==> config.mk <==
export PLATFORM = sky130hd
export DESIGN_NAME = dma_flag_bank
export DESIGN_NICKNAME = d
export VERILOG_FILES = /design/src/rtl/dma_flag_pkg.sv /design/src/rtl/dma_flag_chan.sv /design/src/rtl/dma_flag_regif.sv /design/src/rtl/dma_flag_bank.sv
export SDC_FILE = /design/constraint.sdc
export NUM_CORES = 1
export LEC_CHECK = 0
export BUFFER_PORTS_ARGS = -buffer_cell sky130_fd_sc_hd__buf_2
export CAP_MARGIN = 30
export CORE_ASPECT_RATIO = 1.75
export CORE_UTILIZATION = 30
export CTS_CLUSTER_DIAMETER = 100
export DETAILED_ROUTE_END_ITERATION = 8
export GPL_ROUTABILITY_DRIVEN = 0
export PLACE_DENSITY = 0.63
export SYNTH_ARGS = -nofsm -noshare
export SYNTH_HDL_FRONTEND = slang
export SYNTH_SLANG_ARGS = --single-unit
==> constraint.sdc <==
create_clock -name clk -period 4.2 [get_ports clk]
set_clock_uncertainty 0.2 [all_clocks]
set_input_delay 0 -clock clk [delete_from_list [all_inputs] [get_ports clk]]
set_output_delay 0 -clock clk [all_outputs]
set_load 0.05 [all_outputs]
==> src/rtl/dma_flag_pkg.sv <==
package dma_flag_pkg;
  localparam int MAX_CH = 7;
  localparam int NIB_W  = 4;
  localparam int WORD_W = 32;

  // packed from MSB: error, halfway, end, summary -> nibble bits 3..0
  typedef struct packed {
    logic err;
    logic half;
    logic done;
    logic glob;
  } ch_flags_t;
endpackage

==> src/rtl/dma_flag_chan.sv <==
module dma_flag_chan
  import dma_flag_pkg::*;
(
  input  logic      clk,
  input  logic      rst,
  input  logic      ev_err,
  input  logic      ev_half,
  input  logic      ev_done,
  input  ch_flags_t clr,
  input  logic      en_err,
  input  logic      en_half,
  input  logic      en_done,
  output ch_flags_t flags,
  output logic      irq
);
  ch_flags_t nxt;
  logic      any_ev;
  logic      irq_n;

  always_comb begin
    any_ev   = ev_err | ev_half | ev_done;
    // set has priority over clear; summary clear wipes the whole channel
    nxt.err  = ev_err  | (flags.err  & ~(clr.err  | clr.glob));
    nxt.half = ev_half | (flags.half & ~(clr.half | clr.glob));
    nxt.done = ev_done | (flags.done & ~(clr.done | clr.glob));
    nxt.glob = any_ev  | (flags.glob & ~clr.glob);
    irq_n    = (nxt.err & en_err) | (nxt.half & en_half) | (nxt.done & en_done);
  end

  always_ff @(posedge clk) begin
    if (rst) begin
      flags <= '0;
      irq   <= 1'b0;
    end else begin
      flags <= nxt;
      irq   <= irq_n;
    end
  end

  a_r3_err_sets: assert property (@(posedge clk) disable iff (rst)
    ev_err |=> flags.err);
  a_r3_half_sets: assert property (@(posedge clk) disable iff (rst)
    ev_half |=> flags.half);
  a_r3_done_sets: assert property (@(posedge clk) disable iff (rst)
    ev_done |=> flags.done);
  a_r4_summary_sets: assert property (@(posedge clk) disable iff (rst)
    (ev_err || ev_half || ev_done) |=> flags.glob);
  a_r6_summary_clear: assert property (@(posedge clk) disable iff (rst)
    (clr.glob && !ev_err && !ev_half && !ev_done) |=> (flags == '0));
  a_r5_hold: assert property (@(posedge clk) disable iff (rst)
    (clr == '0 && !ev_err && !ev_half && !ev_done) |=> $stable(flags));
  a_r10_irq_needs_flag: assert property (@(posedge clk) disable iff (rst)
    irq |-> (flags.err || flags.half || flags.done));
endmodule

==> src/rtl/dma_flag_regif.sv <==
module dma_flag_regif
  import dma_flag_pkg::*;
#(
  parameter int               ADDR_W      = 8,
  parameter logic [ADDR_W-1:0] STATUS_ADDR = 'h0,
  parameter logic [ADDR_W-1:0] CLEAR_ADDR  = 'h4
) (
  input  logic              clk,
  input  logic              rst,
  input  logic              bus_wr,
  input  logic              bus_rd,
  input  logic [ADDR_W-1:0] bus_addr,
  input  logic [WORD_W-1:0] bus_wdata,
  input  logic [WORD_W-1:0] status_word,
  output logic [WORD_W-1:0] clr_word,
  output logic [WORD_W-1:0] bus_rdata
);
  logic hit_status;
  logic hit_clear;

  always_comb begin
    hit_status = (bus_addr == STATUS_ADDR);
    hit_clear  = (bus_addr == CLEAR_ADDR);
    clr_word   = (bus_wr && hit_clear) ? bus_wdata : '0;
  end

  always_ff @(posedge clk) begin
    if (rst) begin
      bus_rdata <= '0;
    end else if (bus_rd) begin
      bus_rdata <= hit_status ? status_word : '0;
    end
  end

  a_r9_clear_reads_zero: assert property (@(posedge clk) disable iff (rst)
    (bus_rd && hit_clear) |=> (bus_rdata == '0));
  a_r2_reserved_zero: assert property (@(posedge clk) disable iff (rst)
    (bus_rd && hit_status) |=> (bus_rdata[WORD_W-1:WORD_W-NIB_W] == '0));
endmodule

==> src/rtl/dma_flag_bank.sv <==
module dma_flag_bank
  import dma_flag_pkg::*;
#(
  parameter int               NUM_CH      = 7,
  parameter int               ADDR_W      = 8,
  parameter logic [ADDR_W-1:0] STATUS_ADDR = 'h0,
  parameter logic [ADDR_W-1:0] CLEAR_ADDR  = 'h4
) (
  input  logic              clk,
  input  logic              rst,
  input  logic              bus_wr,
  input  logic              bus_rd,
  input  logic [ADDR_W-1:0] bus_addr,
  input  logic [31:0]       bus_wdata,
  output logic [31:0]       bus_rdata,
  input  logic [NUM_CH-1:0] ev_err,
  input  logic [NUM_CH-1:0] ev_half,
  input  logic [NUM_CH-1:0] ev_done,
  input  logic [NUM_CH-1:0] en_err,
  input  logic [NUM_CH-1:0] en_half,
  input  logic [NUM_CH-1:0] en_done,
  output logic [NUM_CH-1:0] irq
);
  localparam int USED_W = MAX_CH * NIB_W;
  localparam int SPARE_W = WORD_W - USED_W;

  logic [MAX_CH-1:0][NIB_W-1:0] stat_nib;
  logic [WORD_W-1:0]            status_word;
  logic [WORD_W-1:0]            clr_word;

  assign status_word = {{SPARE_W{1'b0}}, stat_nib};

  dma_flag_regif #(
    .ADDR_W      (ADDR_W),
    .STATUS_ADDR (STATUS_ADDR),
    .CLEAR_ADDR  (CLEAR_ADDR)
  ) regif_i (
    .clk         (clk),
    .rst         (rst),
    .bus_wr      (bus_wr),
    .bus_rd      (bus_rd),
    .bus_addr    (bus_addr),
    .bus_wdata   (bus_wdata),
    .status_word (status_word),
    .clr_word    (clr_word),
    .bus_rdata   (bus_rdata)
  );

  for (genvar c = 0; c < MAX_CH; c++) begin : g_ch
    if (c < NUM_CH) begin : g_live
      ch_flags_t fl;
      dma_flag_chan chan_i (
        .clk     (clk),
        .rst     (rst),
        .ev_err  (ev_err[c]),
        .ev_half (ev_half[c]),
        .ev_done (ev_done[c]),
        .clr     (ch_flags_t'(clr_word[c*NIB_W +: NIB_W])),
        .en_err  (en_err[c]),
        .en_half (en_half[c]),
        .en_done (en_done[c]),
        .flags   (fl),
        .irq     (irq[c])
      );
      assign stat_nib[c] = fl;
    end else begin : g_absent
      assign stat_nib[c] = '0;
    end
  end

  a_r8_status_write_inert: assert property (@(posedge clk) disable iff (rst)
    (bus_wr && bus_addr == STATUS_ADDR && ev_err == '0 && ev_half == '0 && ev_done == '0)
    |=> $stable(status_word));
endmodule

## Word level (Yosys, flattened, before mapping)

Cells that the tools add are included.

- Register bits: 67
- Output and inout port bits: 39
- Word-level logic and storage cells: 195
- Bits of input ports: 86

- Bitwise gates (word level): 154
- Multiplexer cells: 2
- Reduce and logical (&&, ||, !) cells: 2
- Eq/ne operators: 1

Operator list:

| kind | number |
|---|---|
| OR 1 bit | 77 |
| two-way mux 28 bit | 2 |
| bitwise AND 1 bit | 49 |
| inverter 1 bit | 28 |
| equality test 8 x 3 -> 1 bit (second input constant) | 1 |
| logical NOT 8 bit | 1 |
| logical AND 1 bit | 1 |

## Longest topological paths before layout

- Word-level depth: 10
- Mapped depth: 5
- Mapped depth without buffers: 4

## Hierarchy

Synthesis repeated with hierarchy kept, for this count alone.

- Cell total of the unflattened synthesis: 267
- Area, all modules: 2587.5 um^2

By module, submodules not included:

| module | cells an instance | times used | area an instance (um^2) | seq. area each (um^2) |
|---|---|---|---|---|
| dma_flag_chan | 22 | 7 | 190.2 | 100.1 |
| dma_flag_regif | 112 | 1 | 1252.5 | 640.6 |
| dma_flag_bank | 1 | 1 | 3.8 | 0.0 |

## Worst setup path after synthesis

Ideal clock, no wire load.

- Kind: in2reg
- Start point: input port bus_addr[7]
- End point: register g_ch[3].g_live.chan_i.irq
- Library setup time: 122 ps
- Path slack: 2243 ps
- Data arrival time: 1636 ps
- Buffers on the path: 1
- Stages on the path: 5
- Required time: 3878 ps
- Path through: or4_4 -> or3_1 -> buf_2 -> o311a_1 -> a221o_1

- Word-level cells in the longest chain between the ends: 10
- Elaborated cells between the ends (all ways): 20
- Classes of those cells: eq/ne (1); mux (1); bitwise (17); reduce/logical (1)

Ends and longest elaborated chain:

| item | line | RTL |
|---|---|---|
| start: declaration | dma_flag_bank.sv:13 | `input logic [ADDR_W-1:0] bus_addr,` |
| equality test 8 x 3 -> 1 bit (*) | dma_flag_regif.sv:23 | `hit_clear = (bus_addr == CLEAR_ADDR);` |
| logical AND 1 bit (*) | dma_flag_regif.sv:24 | `clr_word = (bus_wr && hit_clear) ? bus_wdata : '0;` |
| two-way mux 28 bit (*) | dma_flag_regif.sv:24 |  |
| OR 1 bit (on tied branches) | dma_flag_chan.sv:23, dma_flag_chan.sv:24 |  |
| inverter 1 bit (on tied branches) | dma_flag_chan.sv:23, dma_flag_chan.sv:24 |  |
| bitwise AND 1 bit (on tied branches) | dma_flag_chan.sv:23, dma_flag_chan.sv:24 |  |
| OR 1 bit (on tied branches) | dma_flag_chan.sv:23, dma_flag_chan.sv:24 |  |
| bitwise AND 1 bit | dma_flag_chan.sv:27 | `irq_n = (nxt.err & en_err) \| (nxt.half & en_half) \| (nxt.done & en_done);` |
| OR 1 bit | dma_flag_chan.sv:27 |  |
| OR 1 bit (*) | dma_flag_chan.sv:27 |  |
| end signal: assignment | dma_flag_chan.sv:36 | `irq <= irq_n;` |
| end: declaration | dma_flag_chan.sv:14 | `output logic irq` |

Mark *: on every way between the ends. The rest lies on a longest branch, timed or not.
A chain may end at the register's enable or synchronous reset.

## Final worst setup path

- Start point: input port bus_addr[7]
- End point: register g_ch[5].g_live.chan_i.irq

- Word-level cells in the longest chain between the ends: 10
- Elaborated cells between the ends (all ways): 20
- Classes of those cells: eq/ne (1); mux (1); bitwise (17); reduce/logical (1)

Ends and longest elaborated chain:

| item | line |
|---|---|
| equality test 8 x 3 -> 1 bit (*) | dma_flag_regif.sv:23 |
| logical AND 1 bit (*) | dma_flag_regif.sv:24 |
| two-way mux 28 bit (*) | dma_flag_regif.sv:24 |
| OR 1 bit (on tied branches) | dma_flag_chan.sv:23, dma_flag_chan.sv:24 |
| inverter 1 bit (on tied branches) | dma_flag_chan.sv:23, dma_flag_chan.sv:24 |
| bitwise AND 1 bit (on tied branches) | dma_flag_chan.sv:23, dma_flag_chan.sv:24 |
| OR 1 bit (on tied branches) | dma_flag_chan.sv:23, dma_flag_chan.sv:24 |
| bitwise AND 1 bit | dma_flag_chan.sv:27 |
| OR 1 bit | dma_flag_chan.sv:27 |
| OR 1 bit (*) | dma_flag_chan.sv:27 |
| end signal: assignment | dma_flag_chan.sv:36 |
| end: declaration | dma_flag_chan.sv:14 |

Marked as above.

==> reports/results.tsv <==
stage	metric	value	unit
timing	setup_violations	0	
cts	htree_num_levels	3	
timing	max_freq	362	MHz
min_path	min_path_type	input port to flop	
placed_design	placement.cell_area	3260	sq um
floorplanning	top_level_ports	125	
route	drt_first_iter_violations	116	
yosys	synth_top_flop_cell	dfxtp_1	
timing	worst_slew_pin_slew	0.805	ns
cts	clkSlewWorstSetupHoldPaths	0.05	ns
global_route	antenna_violations_before_repair	0	
floorplanning	dieHeight	126	um
route	drt-wirelength-per-cell	13.1	um
timing	layout_worst_path_cycle_share	65.7	%
finish	layout-area-overhead-vs-synth	62.4	%
pwr	irDropWorstVdd	249	uV
min_path	hold_path_end	g_ch[0].g_live.chan_i.flags[3]	
placed_design	port_buffers	116	
global_route	grt_max_degree	35	
route	drc_violations_left	0	
cts	post_cts.repair.setup_buffers	0	
cts	cts-buffers-inserted	9	
job	max_cap_violations	0	
timing	unrepaired_setup_endpoints_after_global_routing	false	
route	postRouteAntennaNets	0	
worst_setup_path	worstPathRequired	4.20	ns
worst_setup_path	regToRegEndpoint	g_ch[5].g_live.chan_i.irq	
yosys	synth.yosys.seq_area_share	48.0	%
yosys	post_synth_edffs	0	
route	first_pass_iters	4	
yosys	synth_top_family_by_area	simple AND/OR/NAND/NOR gates	
floorplanning	rows	44	
yosys	post-synth-top-count-cell	nor2_1	
cts	cts_max_path_buffers	2	
finish	sequential_cell_area	1260	sq um
floorplanning	die_extent_in_x	72.8	um
yosys	synth.distinct_cells	23	
cts	cts_hold_repair.buffers	75	
route	wirelength_met1	3.31	mm
worst_setup_path	endpoint_kind	flop	
finish	multi_input_area	1210	sq um
cts	numClockSinks	63	
route	drt-total-wl	8.22	mm
global_route	vias_in_the_first_global_route	2896	
worst_setup_path	reg2reg_depth	4	
yosys	synth.area.top_cells	dfxtp_1, nor2_1, a21oi_1	
yosys	async_reset_ff_share	0	%
yosys	yosys.area_share.adder	0	%
finish	post-route-cell-area	4270	sq um
min_path	worstHoldStart	bus_wr	
yosys	synth_top_cells_by_count	nor2_1, dfxtp_1, a21oi_1	
yosys	synthXorXnorAreaFrac	0	%
global_route	grt.overflow.total	0	
route	vias_per_cell	4.73	
yosys	synth_area	2630	sq um
cts	clkLatencyLatePin	0.32	ns
placed_design	post_detail_place_hpwl	5.09	mm
timing	hold_violations	0	
worst_setup_path	crit_path_max_fanout	13	
timing	report.final.slew_viol_count	0	
yosys	post-synth-top-area-cell	dfxtp_1	
cts	cts_root_buf	clkbuf_16	
status	result_of_the_run	finished, final reports clean	
worst_setup_path	worst_case_register_to_register_setup_slack	2.36	ns
pwr	static-leakage-power	1.97	nW
yosys	synth-simple-area-share	25.1	%
yosys	synthesis.yosys.warnings	0	
yosys	synth-seq-cells	63	
worst_setup_path	timing.rr.start	g_ch[5].g_live.chan_i.flags[3]	
yosys	post-synth-top-area-fraction	48.0	%
yosys	postSynthAreaPerCell	8.12	sq um
finish	num_antenna_cells	0	
route	highest_layer	met4	
floorplanning	initial_util	31.2	%
yosys	synth.mux.area_fraction	0	%
finish	final_cells	626	
worst_setup_path	start_kind	input port	
floorplanning	design.die.area	9160	sq um
pwr	power_density	356	nW/um^2
global_route	grt_pass1_wl	12.9	mm
global_route	grt_util_all_layers	18.5	%
yosys	synthesized_area_fraction_occupied_by_ao_oa_aoi_and_oai_cells	20.0	%
worst_setup_path	critPathKind	input port to flop	
timing	period_needed	2.76	ns
worst_setup_path	timing.critical_path.arrival	2.76	ns
cts	cts_resized	0	
timing	timing.max_slew.rel_slack	46.0	%
timing	timing.setup.tns	0	ns
min_path	worstHoldPathCells	4	
route	dr_wl_met2	4.27	mm
route	wl_met3	368	um
cts	cts_tree	done	
finish	final_nets	593	
finish	final_layout_size_suffix_gt1_share	26.0	%
finish	fillerInstances	815	
floorplanning	coreArea	8420	sq um
yosys	syn_inst	324	
placed_design	placed_cells	536	
route	via_count	2958	
[cell type report]
type                       instances  area share (%)
clock inverter                     1           0.117
multi-input combinational        229            28.5
clock buffer                      14            5.95
sequential                        63            29.5
inverter                          10           0.879
tap                              115            3.37
timing repair buffer             194            31.7
[state kept, by name, indices dropped and copies added, names as in the netlist]
name                      cells
g_ch.g_live.chan_i.irq        7
g_ch.g_live.chan_i.flags     28
regif_i.bus_rdata            28
[cells by family (layout without fill, tap and decap cells)]
| family | count (synthesis) | in the layout |
|---|---|---|
| flip-flops | 63 | 63 |
| AND/OR/NAND/NOR | 142 | 142 |
| other | 1 | 4 |
| AO/OA/AOI/OAI | 83 | 83 |
| buffers and inverters | 35 | 219 |
[worst max-delay path: stages]
cell           delay (ns)
buf_2                0.09
or4_4                0.56
nor3_2               0.69
buf_4                0.35
a211oi_1             0.12
a221o_1              0.38
dlygate4sd3_1        0.57
[power breakdown]
part	leakage (nW)	switching [mW]	total, mW	internal [mW]
Clock	0.127	0.236	0.647	0.411
Combinational	1.33	0.118	0.234	0.116
Sequential	0.520	0.0124	0.639	0.626
[how the worst max path moves through the flow]
stage,startpoint,to,slack [ns],cells after the start
2_1_floorplan,bus_addr[7],g_ch[3].g_live.chan_i.irq,2.24,5
3_3_place_gp,bus_addr[7],g_ch[5].g_live.chan_i.irq,1.68,6
3_5_place_dp,bus_addr[7],g_ch[5].g_live.chan_i.irq,1.68,6
4_1_cts,bus_addr[7],g_ch[5].g_live.chan_i.irq,1.43,7
5_1_grt,bus_addr[7],g_ch[3].g_live.chan_i.irq,1.36,7
6_report,bus_addr[7],g_ch[5].g_live.chan_i.irq,1.44,7
[metal layers]
layer	vias to the layer above	track usage [%]
met2	105	32.6
met5	-	0
met4	0	10.4
met3	18	4.08
met1	1368	19.9
li1	1467	-
[metrics by stage]
stage	power, mW	util, %	hold slack, ns	worst slack, ns
after floorplan	0.759	-	-0.116	2.24
after global placement	0.816	38.7	0.0252	1.68
after detailed placement	0.819	38.7	0.0308	1.68
after CTS	1.53	50.7	0.0842	1.43
after global routing	1.59	50.7	0.145	1.36
final	1.52	50.7	0.0777	1.44
[cell usage in the layout (no fill, tap or decap)]
| cell | count |
|---|---|
| o21ai_0 | 13 |
| nand2_1 | 4 |
| inv_1 | 10 |
| o31a_1 | 2 |
| a21oi_1 | 35 |
| nor2_1 | 92 |
| nor3_2 | 1 |
| a211oi_1 | 19 |
| or4_4 | 1 |
| nor4b_4 | 1 |
| o22ai_1 | 3 |
| conb_1 | 4 |
| clkbuf_16 | 9 |
| buf_2 | 116 |
| clkinv_2 | 1 |
| clkbuf_8 | 1 |
| nor3_1 | 7 |
| dfxtp_1 | 63 |
| clkbuf_1 | 4 |
| o311a_1 | 2 |
| a2111oi_0 | 2 |
| nor2b_1 | 28 |
| or3_1 | 2 |
| dlygate4sd3_1 | 75 |
| buf_4 | 3 |
| nand3b_1 | 6 |
| a221o_1 | 7 |
No activity file was read; power rests on OpenSTA's default activity.
